### src/rtl/ofc_pkg.sv
package ofc_pkg;
  typedef enum logic [1:0] {
    ST_IDLE = 2'd0,
    ST_ARM  = 2'd1,
    ST_RUN  = 2'd2,
    ST_TAIL = 2'd3
  } cal_state_e;
endpackage

### src/rtl/ofc_release_detect.sv
module ofc_release_detect #(
  parameter int LOW_MIN = 3
) (
  input  logic clk,
  input  logic rst_n,
  input  logic pd_n,
  input  logic arm_ok,
  output logic start
);
  localparam int LCW = $clog2(LOW_MIN + 1);
  logic [LCW-1:0] low_cnt;

  always_ff @(posedge clk or negedge rst_n) begin
    if (!rst_n) begin
      low_cnt <= '0;
    end else if (!pd_n) begin
      if (low_cnt != LCW'(LOW_MIN)) low_cnt <= low_cnt + 1'b1;
    end else begin
      low_cnt <= '0;
    end
  end

  assign start = pd_n && (low_cnt == LCW'(LOW_MIN)) && arm_ok;
endmodule

### src/rtl/ofc_sequencer.sv
module ofc_sequencer
  import ofc_pkg::*;
#(
  parameter int WIN_FRAMES = 4096,
  parameter int ARM_CLKS   = 6
) (
  input  logic clk,
  input  logic rst_n,
  input  logic start,
  input  logic beat_fire,
  input  logic beat_left,
  output logic idle,
  output logic acc_en,
  output logic last_beat,
  output logic silence,
  output logic busy
);
  localparam int FCW  = $clog2(WIN_FRAMES);
  localparam int DLYW = (ARM_CLKS > 1) ? $clog2(ARM_CLKS) : 1;

  cal_state_e      state;
  logic [DLYW-1:0] dly;
  logic [FCW-1:0]  frames;
  logic            synced;

  assign idle      = (state == ST_IDLE);
  assign busy      = (state == ST_RUN);
  assign silence   = (state == ST_RUN) || (state == ST_TAIL);
  assign acc_en    = busy && beat_fire && (synced || beat_left);
  assign last_beat = acc_en && !beat_left && (frames == FCW'(WIN_FRAMES - 1));

  always_ff @(posedge clk or negedge rst_n) begin
    if (!rst_n) begin
      state  <= ST_IDLE;
      dly    <= '0;
      frames <= '0;
      synced <= 1'b0;
    end else begin
      unique case (state)
        ST_IDLE: if (start) begin
          state <= ST_ARM;
          dly   <= '0;
        end
        ST_ARM: begin
          if (dly == DLYW'(ARM_CLKS - 1)) begin
            state  <= ST_RUN;
            frames <= '0;
            synced <= 1'b0;
          end else begin
            dly <= dly + 1'b1;
          end
        end
        ST_RUN: begin
          if (acc_en && beat_left) synced <= 1'b1;
          if (acc_en && !beat_left) begin
            if (last_beat) state <= ST_TAIL;
            else frames <= frames + 1'b1;
          end
        end
        ST_TAIL: if (beat_fire && !beat_left) state <= ST_IDLE;
        default: state <= ST_IDLE;
      endcase
    end
  end
endmodule

### src/rtl/ofc_offset_store.sv
module ofc_offset_store #(
  parameter int DW    = 20,
  parameter int ACC_W = 32,
  parameter int SHIFT = 12
) (
  input  logic          clk,
  input  logic          rst_n,
  input  logic          clear,
  input  logic          acc_en,
  input  logic          last_beat,
  input  logic          beat_left,
  input  logic [DW-1:0] beat_data,
  output logic [DW-1:0] off_left,
  output logic [DW-1:0] off_right
);
  localparam int NCH = 2;
  logic [DW-1:0] off_q [NCH];

  for (genvar ch = 0; ch < NCH; ch++) begin : g_ch
    logic [ACC_W-1:0] acc;
    logic [ACC_W-1:0] sum_next;
    logic [ACC_W-1:0] mean_src;
    logic [ACC_W-1:0] mean_full;
    logic             hit;

    assign hit       = acc_en && (beat_left == (ch == 0));
    assign sum_next  = acc + {{(ACC_W-DW){beat_data[DW-1]}}, beat_data};
    assign mean_src  = hit ? sum_next : acc;
    assign mean_full = ACC_W'($signed(mean_src) >>> SHIFT);

    always_ff @(posedge clk or negedge rst_n) begin
      if (!rst_n) begin
        acc       <= '0;
        off_q[ch] <= '0;
      end else if (clear) begin
        acc       <= '0;
        off_q[ch] <= '0;
      end else begin
        if (hit) acc <= sum_next;
        if (last_beat) off_q[ch] <= mean_full[DW-1:0];
      end
    end
  end

  assign off_left  = off_q[0];
  assign off_right = off_q[1];
endmodule

### src/rtl/ofc_corrector.sv
module ofc_corrector #(
  parameter int DW = 20
) (
  input  logic          clk,
  input  logic          rst_n,
  input  logic          in_valid,
  output logic          in_ready,
  input  logic          in_left,
  input  logic [DW-1:0] in_data,
  input  logic          bypass,
  input  logic          silence,
  input  logic [DW-1:0] off_left,
  input  logic [DW-1:0] off_right,
  output logic          out_valid,
  input  logic          out_ready,
  output logic          out_left,
  output logic [DW-1:0] out_data
);
  localparam logic [DW-1:0] MAX_POS = {1'b0, {(DW-1){1'b1}}};
  localparam logic [DW-1:0] MAX_NEG = {1'b1, {(DW-1){1'b0}}};

  logic [DW-1:0] off_sel;
  logic [DW:0]   diff;
  logic [DW-1:0] clamped;
  logic [DW-1:0] result;
  logic          fire;

  assign in_ready = !out_valid || out_ready;
  assign fire     = in_valid && in_ready;
  assign off_sel  = in_left ? off_left : off_right;
  assign diff     = {in_data[DW-1], in_data} - {off_sel[DW-1], off_sel};

  always_comb begin
    if (diff[DW] != diff[DW-1]) clamped = diff[DW] ? MAX_NEG : MAX_POS;
    else clamped = diff[DW-1:0];
  end

  always_comb begin
    if (silence)     result = '0;
    else if (bypass) result = in_data;
    else             result = clamped;
  end

  always_ff @(posedge clk or negedge rst_n) begin
    if (!rst_n) begin
      out_valid <= 1'b0;
      out_left  <= 1'b0;
      out_data  <= '0;
    end else if (fire) begin
      out_valid <= 1'b1;
      out_left  <= in_left;
      out_data  <= result;
    end else if (out_ready) begin
      out_valid <= 1'b0;
    end
  end
endmodule

### src/rtl/offset_cal_ctrl.sv
module offset_cal_ctrl #(
  parameter int DW         = 20,
  parameter int ACC_W      = 32,
  parameter int WIN_FRAMES = 4096,
  parameter int ARM_CLKS   = 6,
  parameter int LOW_MIN    = 3
) (
  input  logic          clk,
  input  logic          rst_n,
  input  logic          pd_n,
  input  logic          cal_en_n,
  input  logic          in_valid,
  output logic          in_ready,
  input  logic          in_left,
  input  logic [DW-1:0] in_data,
  output logic          out_valid,
  input  logic          out_ready,
  output logic          out_left,
  output logic [DW-1:0] out_data,
  output logic          cal_busy
);
  localparam int SHIFT = $clog2(WIN_FRAMES);

  logic          start, idle, acc_en, last_beat, silence, fire;
  logic [DW-1:0] off_left, off_right;

  assign fire = in_valid && in_ready;

  ofc_release_detect #(.LOW_MIN(LOW_MIN)) u_rel (
    .clk(clk), .rst_n(rst_n), .pd_n(pd_n),
    .arm_ok(idle && !cal_en_n), .start(start)
  );

  ofc_sequencer #(.WIN_FRAMES(WIN_FRAMES), .ARM_CLKS(ARM_CLKS)) u_seq (
    .clk(clk), .rst_n(rst_n), .start(start), .beat_fire(fire),
    .beat_left(in_left), .idle(idle), .acc_en(acc_en),
    .last_beat(last_beat), .silence(silence), .busy(cal_busy)
  );

  ofc_offset_store #(.DW(DW), .ACC_W(ACC_W), .SHIFT(SHIFT)) u_store (
    .clk(clk), .rst_n(rst_n), .clear(start), .acc_en(acc_en),
    .last_beat(last_beat), .beat_left(in_left), .beat_data(in_data),
    .off_left(off_left), .off_right(off_right)
  );

  ofc_corrector #(.DW(DW)) u_corr (
    .clk(clk), .rst_n(rst_n), .in_valid(in_valid), .in_ready(in_ready),
    .in_left(in_left), .in_data(in_data), .bypass(cal_en_n),
    .silence(silence), .off_left(off_left), .off_right(off_right),
    .out_valid(out_valid), .out_ready(out_ready), .out_left(out_left),
    .out_data(out_data)
  );
endmodule

### config.mk
export PLATFORM = sky130hd
export DESIGN_NAME = offset_cal_ctrl
export DESIGN_NICKNAME = d
export VERILOG_FILES = /design/src/rtl/ofc_pkg.sv /design/src/rtl/ofc_release_detect.sv /design/src/rtl/ofc_sequencer.sv /design/src/rtl/ofc_offset_store.sv /design/src/rtl/ofc_corrector.sv /design/src/rtl/offset_cal_ctrl.sv
export SDC_FILE = /design/constraint.sdc
export NUM_CORES = 1
export LEC_CHECK = 0
export BUFFER_PORTS_ARGS = -buffer_cell sky130_fd_sc_hd__buf_2
export CAP_MARGIN = 10
export CORE_MARGIN = 1
export CORE_UTILIZATION = 60
export CTS_CLUSTER_SIZE = 28
export DETAILED_ROUTE_END_ITERATION = 8
export GPL_TIMING_DRIVEN = 1
export PLACE_DENSITY_LB_ADDON = 0.2
export SYNTH_ARGS = -nofsm -noshare
export SYNTH_HDL_FRONTEND = slang
export SYNTH_SLANG_ARGS = --single-unit
### constraint.sdc
create_clock -name clk -period 7.2 [get_ports clk]
set_input_delay 0.72 -clock clk [delete_from_list [all_inputs] [get_ports clk]]
set_output_delay 0.72 -clock clk [all_outputs]
set_load 0.05 [all_outputs]
# Word level (Yosys, flattened, before mapping)
# Cells that the tools add are included.
# totals
output_inout_bits	24
inputBits	27
reg_bits	146
elab_cells	99
# classes
n_mux	33
bitwise_logic	1
n_eq_ne	16
add_sub_neg	6
n_reduce_logical	29
# ops
operator	count
$mux W20	9
$mux W32	4
$add A32 B32 Y32	2
$mux W12	3
$pmux W12 S2	1
$sub A20 B20 Y21	1
$mux W2	7
$ne A2 B2 Y1 const B	7
$reduce_bool A2 Y1	7
$add A12 B1 Y12 const B	1
$eq A12 B12 Y1 const B	1
$logic_and A1 B1 Y1	11
$pmux W2 S4	1
$eq A2 B2 Y1 const B	3
$mux W3	2
$pmux W3 S2	1
$reduce_and A3 Y1	2
$reduce_and A5 Y1	1
$mux W1	4
$ne A2 B1 Y1 const B	2
$reduce_and A4 Y1	1
$add A3 B1 Y3 const B	1
$eq A3 B3 Y1 const B	1
$logic_not A1 Y1	3
7 further kinds	9

# Depth between registers and ports, before layout
# depth
ltp_word	10
depth_mapped	17
mapped_depth_nobuf	14

# Cells and area by module
# A second synthesis with hierarchy kept.
# hier_totals
hier_cells	1358
area_unflattened_um2	11898.9
# by_module_without_submodules
module	cells_per_inst	seq_area_each_um2	n_inst	area_each_um2
ofc_offset_store	959	2602.5	1	8207.9
ofc_corrector	261	550.5	1	2359.8
ofc_sequencer	128	450.4	1	1214.9
ofc_release_detect	8	50.0	1	96.3
offset_cal_ctrl	2	0.0	1	20.0

# Worst setup path after synthesis
# No wires, ideal clock.
# synth_timing
path_type	input-to-reg
from	input port in_left
to	register u_corr.out_data[0]
arrival_ps	3956
setup_time_ps	120
path_buffers	4
required_time_ps	7080
cell_stages	16
slack_ps	3124
cell_sequence	clkbuf_1 -> buf_1 -> mux2i_1 -> fa_1 -> a21o_1 -> a21oi_2 -> nand3b_1 -> a32oi_2 -> a221oi_2 -> o311ai_2 -> a21boi_4 -> or2_1 -> buf_6 -> o21bai_4 -> buf_12 -> o21ai_2
# synth_between
elab_chain_cells	6
word_cells_on_any_way	7
classes_between	add/sub (1); eq/ne (1); mux (5)
# synth_rtl
element	line	source
start, declared	offset_cal_ctrl.sv:14	input logic in_left,
$mux W20 *	ofc_corrector.sv:30	assign off_sel = in_left ? off_left : off_right;
$sub A20 B20 Y21 *	ofc_corrector.sv:31	assign diff = {in_data[DW-1], in_data} - {off_sel[DW-1], off_sel};
$mux W20 / $ne A1 B1 Y1 (equally long branches)	ofc_corrector.sv:34	if (diff[DW] != diff[DW-1]) clamped = diff[DW] ? MAX_NEG : MAX_POS;
$mux W20 *	ofc_corrector.sv:34	
$mux W20 *	ofc_corrector.sv:40	else if (bypass) result = in_data;
$mux W20 *	ofc_corrector.sv:39	if (silence) result = '0;
end signal, assigned	ofc_corrector.sv:52	out_data <= result;
end, declared	ofc_corrector.sv:17	output logic [DW-1:0] out_data
# Every way passes the cells marked *; elsewhere a longest branch is shown, timed or not.
# A chain may end at the register's enable or synchronous reset.

# Worst setup path in the final report
# layout_timing
from	input port in_left
to	register u_corr.out_data[11]
# The elaborated chain is that of the path after synthesis.

==> flow_metrics.tcl <==
set metrics [dict create \
    grt_antenna_before_repair 0 \
    grt_setup_unrepaired "no" \
    dr.pass1.iters 7 \
    cp-end-kind "register" \
    dpl.cell_count 1441 \
    synth-compound-area-share_pct 23.1 \
    whs_ps 301 \
    grt_pass1_vias 8527 \
    fp.dieH_microns 133 \
    required_ps 7480 \
    synth_edf_count 0 \
    vias 9109 \
    drive_gt1_share_pct 9.98 \
    final_cell_count_no_fill 1472 \
    holdBufCountCts 0 \
    die_x_microns 133 \
    cts.path.max_buffers 2 \
    post_cts_buffers 0 \
    crit_path_cell_trace "buf_2 > mux2_2 > ha_1 > inv_1 > fa_1 > a21o_1 > a21oi_2 > nand3b_1 > a32oi_2 > a221oi_2 > o311ai_2 > a21boi_4 > or2_1 > o21bai_4 > o21ai_0" \
    hold_path_class "in -> async" \
    crit_fanout 26 \
    ys_warn_count 0 \
    syn-cell-area_sq_um 10400 \
    area_growth_pct 9.77 \
    fmax_mhz 237 \
    viasPerCell 6.19 \
    wl_microns 27400 \
    grt_pass1_wl_microns 44400 \
    antenna_cells 0 \
    grt_max_degree 75 \
    io_pins 51 \
    totalPowerFinal_mw 3.92 \
    async_reset_ff_share_pct 100 \
    ys.flop_type "dfrtp_1" \
    synth_seq_area_share_pct 35.2 \
    worstMarginPinSlew_ps 1060 \
    synthSimpleGateAreaFrac_pct 17.7 \
    synth_fa_ha_area_share_pct 11.7 \
    final_common_cell "nand2_1" \
    hold_viol_final 0 \
    cts-htree-levels 4 \
    hpwl_microns 19300 \
    gp_congestion 0.930 \
    cts_sinks 146 \
    cts_root_buffer "clkbuf_16" \
    fin_crit_sh_pct 58.5 \
    drc 0 \
    cpMaxStageDelayCell "buf_2" \
    core-area_sq_um 16800 \
    slew_viol_final 0 \
    critPathMaxStageDelay_ps 530 \
    drv_cap 0 \
    syn_area_per_cell_sq_um 8.54 \
    final_net_count 1361 \
    cp-start-kind "input pin" \
    io_buffers 50 \
    clk_pin_slew_ps 60 \
    setup_viol 0 \
    cts_tree "yes" \
    max-vdd-ir-drop_uv 182 \
    std_cell_rows 47 \
    clock_latency_ps 430 \
    synth_top_family_by_area "compound AO/OA/AOI/OAI gates" \
    yosysUniqueCellTypes 72 \
    fin_crit_ps 4220 \
    status "finished clean" \
    cts_resized 0 \
    syn_inst 1214 \
    final_cell_mix "173 x nand2_1, 146 x dfrtp_1, 143 x a21oi_1" \
    synth-xor-area-share_pct 6.25 \
    ant_nets 0 \
    syn-num-nets 1335 \
    track_usage_pct 32.1 \
    fin_setup_tns_ps 0 \
    slew_headroom_pct 29.0 \
    ys_ff_latch 146 \
    final_core_util_pct 67.9 \
    p_per_area_nw_per_um2 345 \
    post_drt_wl_per_cell_microns 18.6 \
    crit_arrival_ps 4500 \
    cellLeakagePower_nw 5.29 \
    fin_skew_ps 8.18 \
    cts_buffers 17 \
    grt_remaining_overflow 0 \
    path_class "in -> reg" \
    drt_iter0_markers 772 \
    dieArea_sq_um 17800 \
    synthMuxAreaShare_pct 2.67 \
    start_util_pct 61.9 \
]
-- metrics by stage --
step / worst slack [ps] / instance area, sq um
5_1_grt: 2800 / 11400
6_report: 2980 / 11400
3_3_place_gp: 2670 / 10800
2_1_floorplan: 3120 / 10400
4_1_cts: 3020 / 11400
3_5_place_dp: 2540 / 10800
-- synthesized netlist by cell type (all sizes together), types with 9 or more instances --
cell    number  area share [%]
xnor2       50             4.2
nor2b       13            0.78
a21o        34             2.5
nor2       103             3.7
nor3        27             1.4
o21a        12            0.87
nand3       38             1.8
clkbuf      45             1.6
a211oi      18             1.4
dfrtp      146              35
mux2i       22             2.1
or3          9            0.54
and3         9            0.54
xor2        24             2.0
o21ai       76             4.1
o31ai       11            0.84
nand4       12            0.72
a21oi      145             7.1
nand2      173             6.3
o21bai      12            0.98
o22ai       18             1.1
ha          91              11
inv         35             1.3
nand2b      12            0.72
-- cells by family (layout without fill, tap and decap cells) --
group / count (synthesis) / in the layout
AOI/OAI and AO/OA: 372 / 372
xor gates and xnor gates: 74 / 74
adders and majority gates: 95 / 95
buffers and inverters: 87 / 125
DFF: 146 / 146
muxes: 27 / 27
and+or+nand+nor: 413 / 413
-- critical path: cells and delay by family --
kind                     cells  cell delay (ps)
AO/OA/AOI/OAI                8             1830
buffers and inverters        2              590
adder cells (fa/ha/maj)      2              560
AND/OR/NAND/NOR              2              500
multiplexers                 1              280
-- metal layers --
metal / track usage, % / up-vias / routed length [microns]
met3: 4.07 / 49 / 1660
met5: 0 / - / 0
met2: 52.2 / 326 / 12900
met1: 44.0 / 4337 / 12200
li1: - / 4397 / -
met4: 11.2 / 0 / 685
-- final cells by class --
class,instances,area (sq um)
Sequential cell,146,3650
Multi-Input combinational cell,981,6370
Clock buffer,21,470
Inverter,35,131
Clock inverter,10,156
Tap cell,220,275
Timing Repair Buffer,59,324
Fill cell,1372,5370
-- where the power goes --
part	leakage, nW	switching (mW)	internal (mW)	total, mW
clock network	0.309	0.354	0.604	0.958
logic	3.09	1.05	0.779	1.83
registers	1.90	0.133	1.00	1.14
-- worst paths after layout --
| check | startpoint | to | slack, ps | depth (start not counted) |
|---|---|---|---|---|
| max | in_left | u_corr.out_data[11] | 2980 | 15 |
| min | rst_n | u_store.g_ch[1].acc[1] | 300 | 1 |
| max reg2reg | u_store.off_right[0] | u_corr.out_data[11] | 3530 | 14 |
| min reg2reg | u_corr.out_left | u_corr.out_left | 460 | 2 |
| max in group asynchronous | rst_n | u_store.off_right[14] | 5500 | 2 |
| min in group clk | u_corr.out_left | u_corr.out_left | 460 | 2 |
-- registers in the layout, summed over array words and instances (netlist names) --
signal and count:
u_store.g_ch.acc 64, u_corr.out_data 20, u_store.off_left 20, u_store.off_right 20, u_seq.frames 12, u_seq.dly 3
u_rel.low_cnt 2, u_seq.state 2, u_corr.out_left 1, u_corr.out_valid 1, u_seq.synced 1
(Power assumes the default switching activity.)
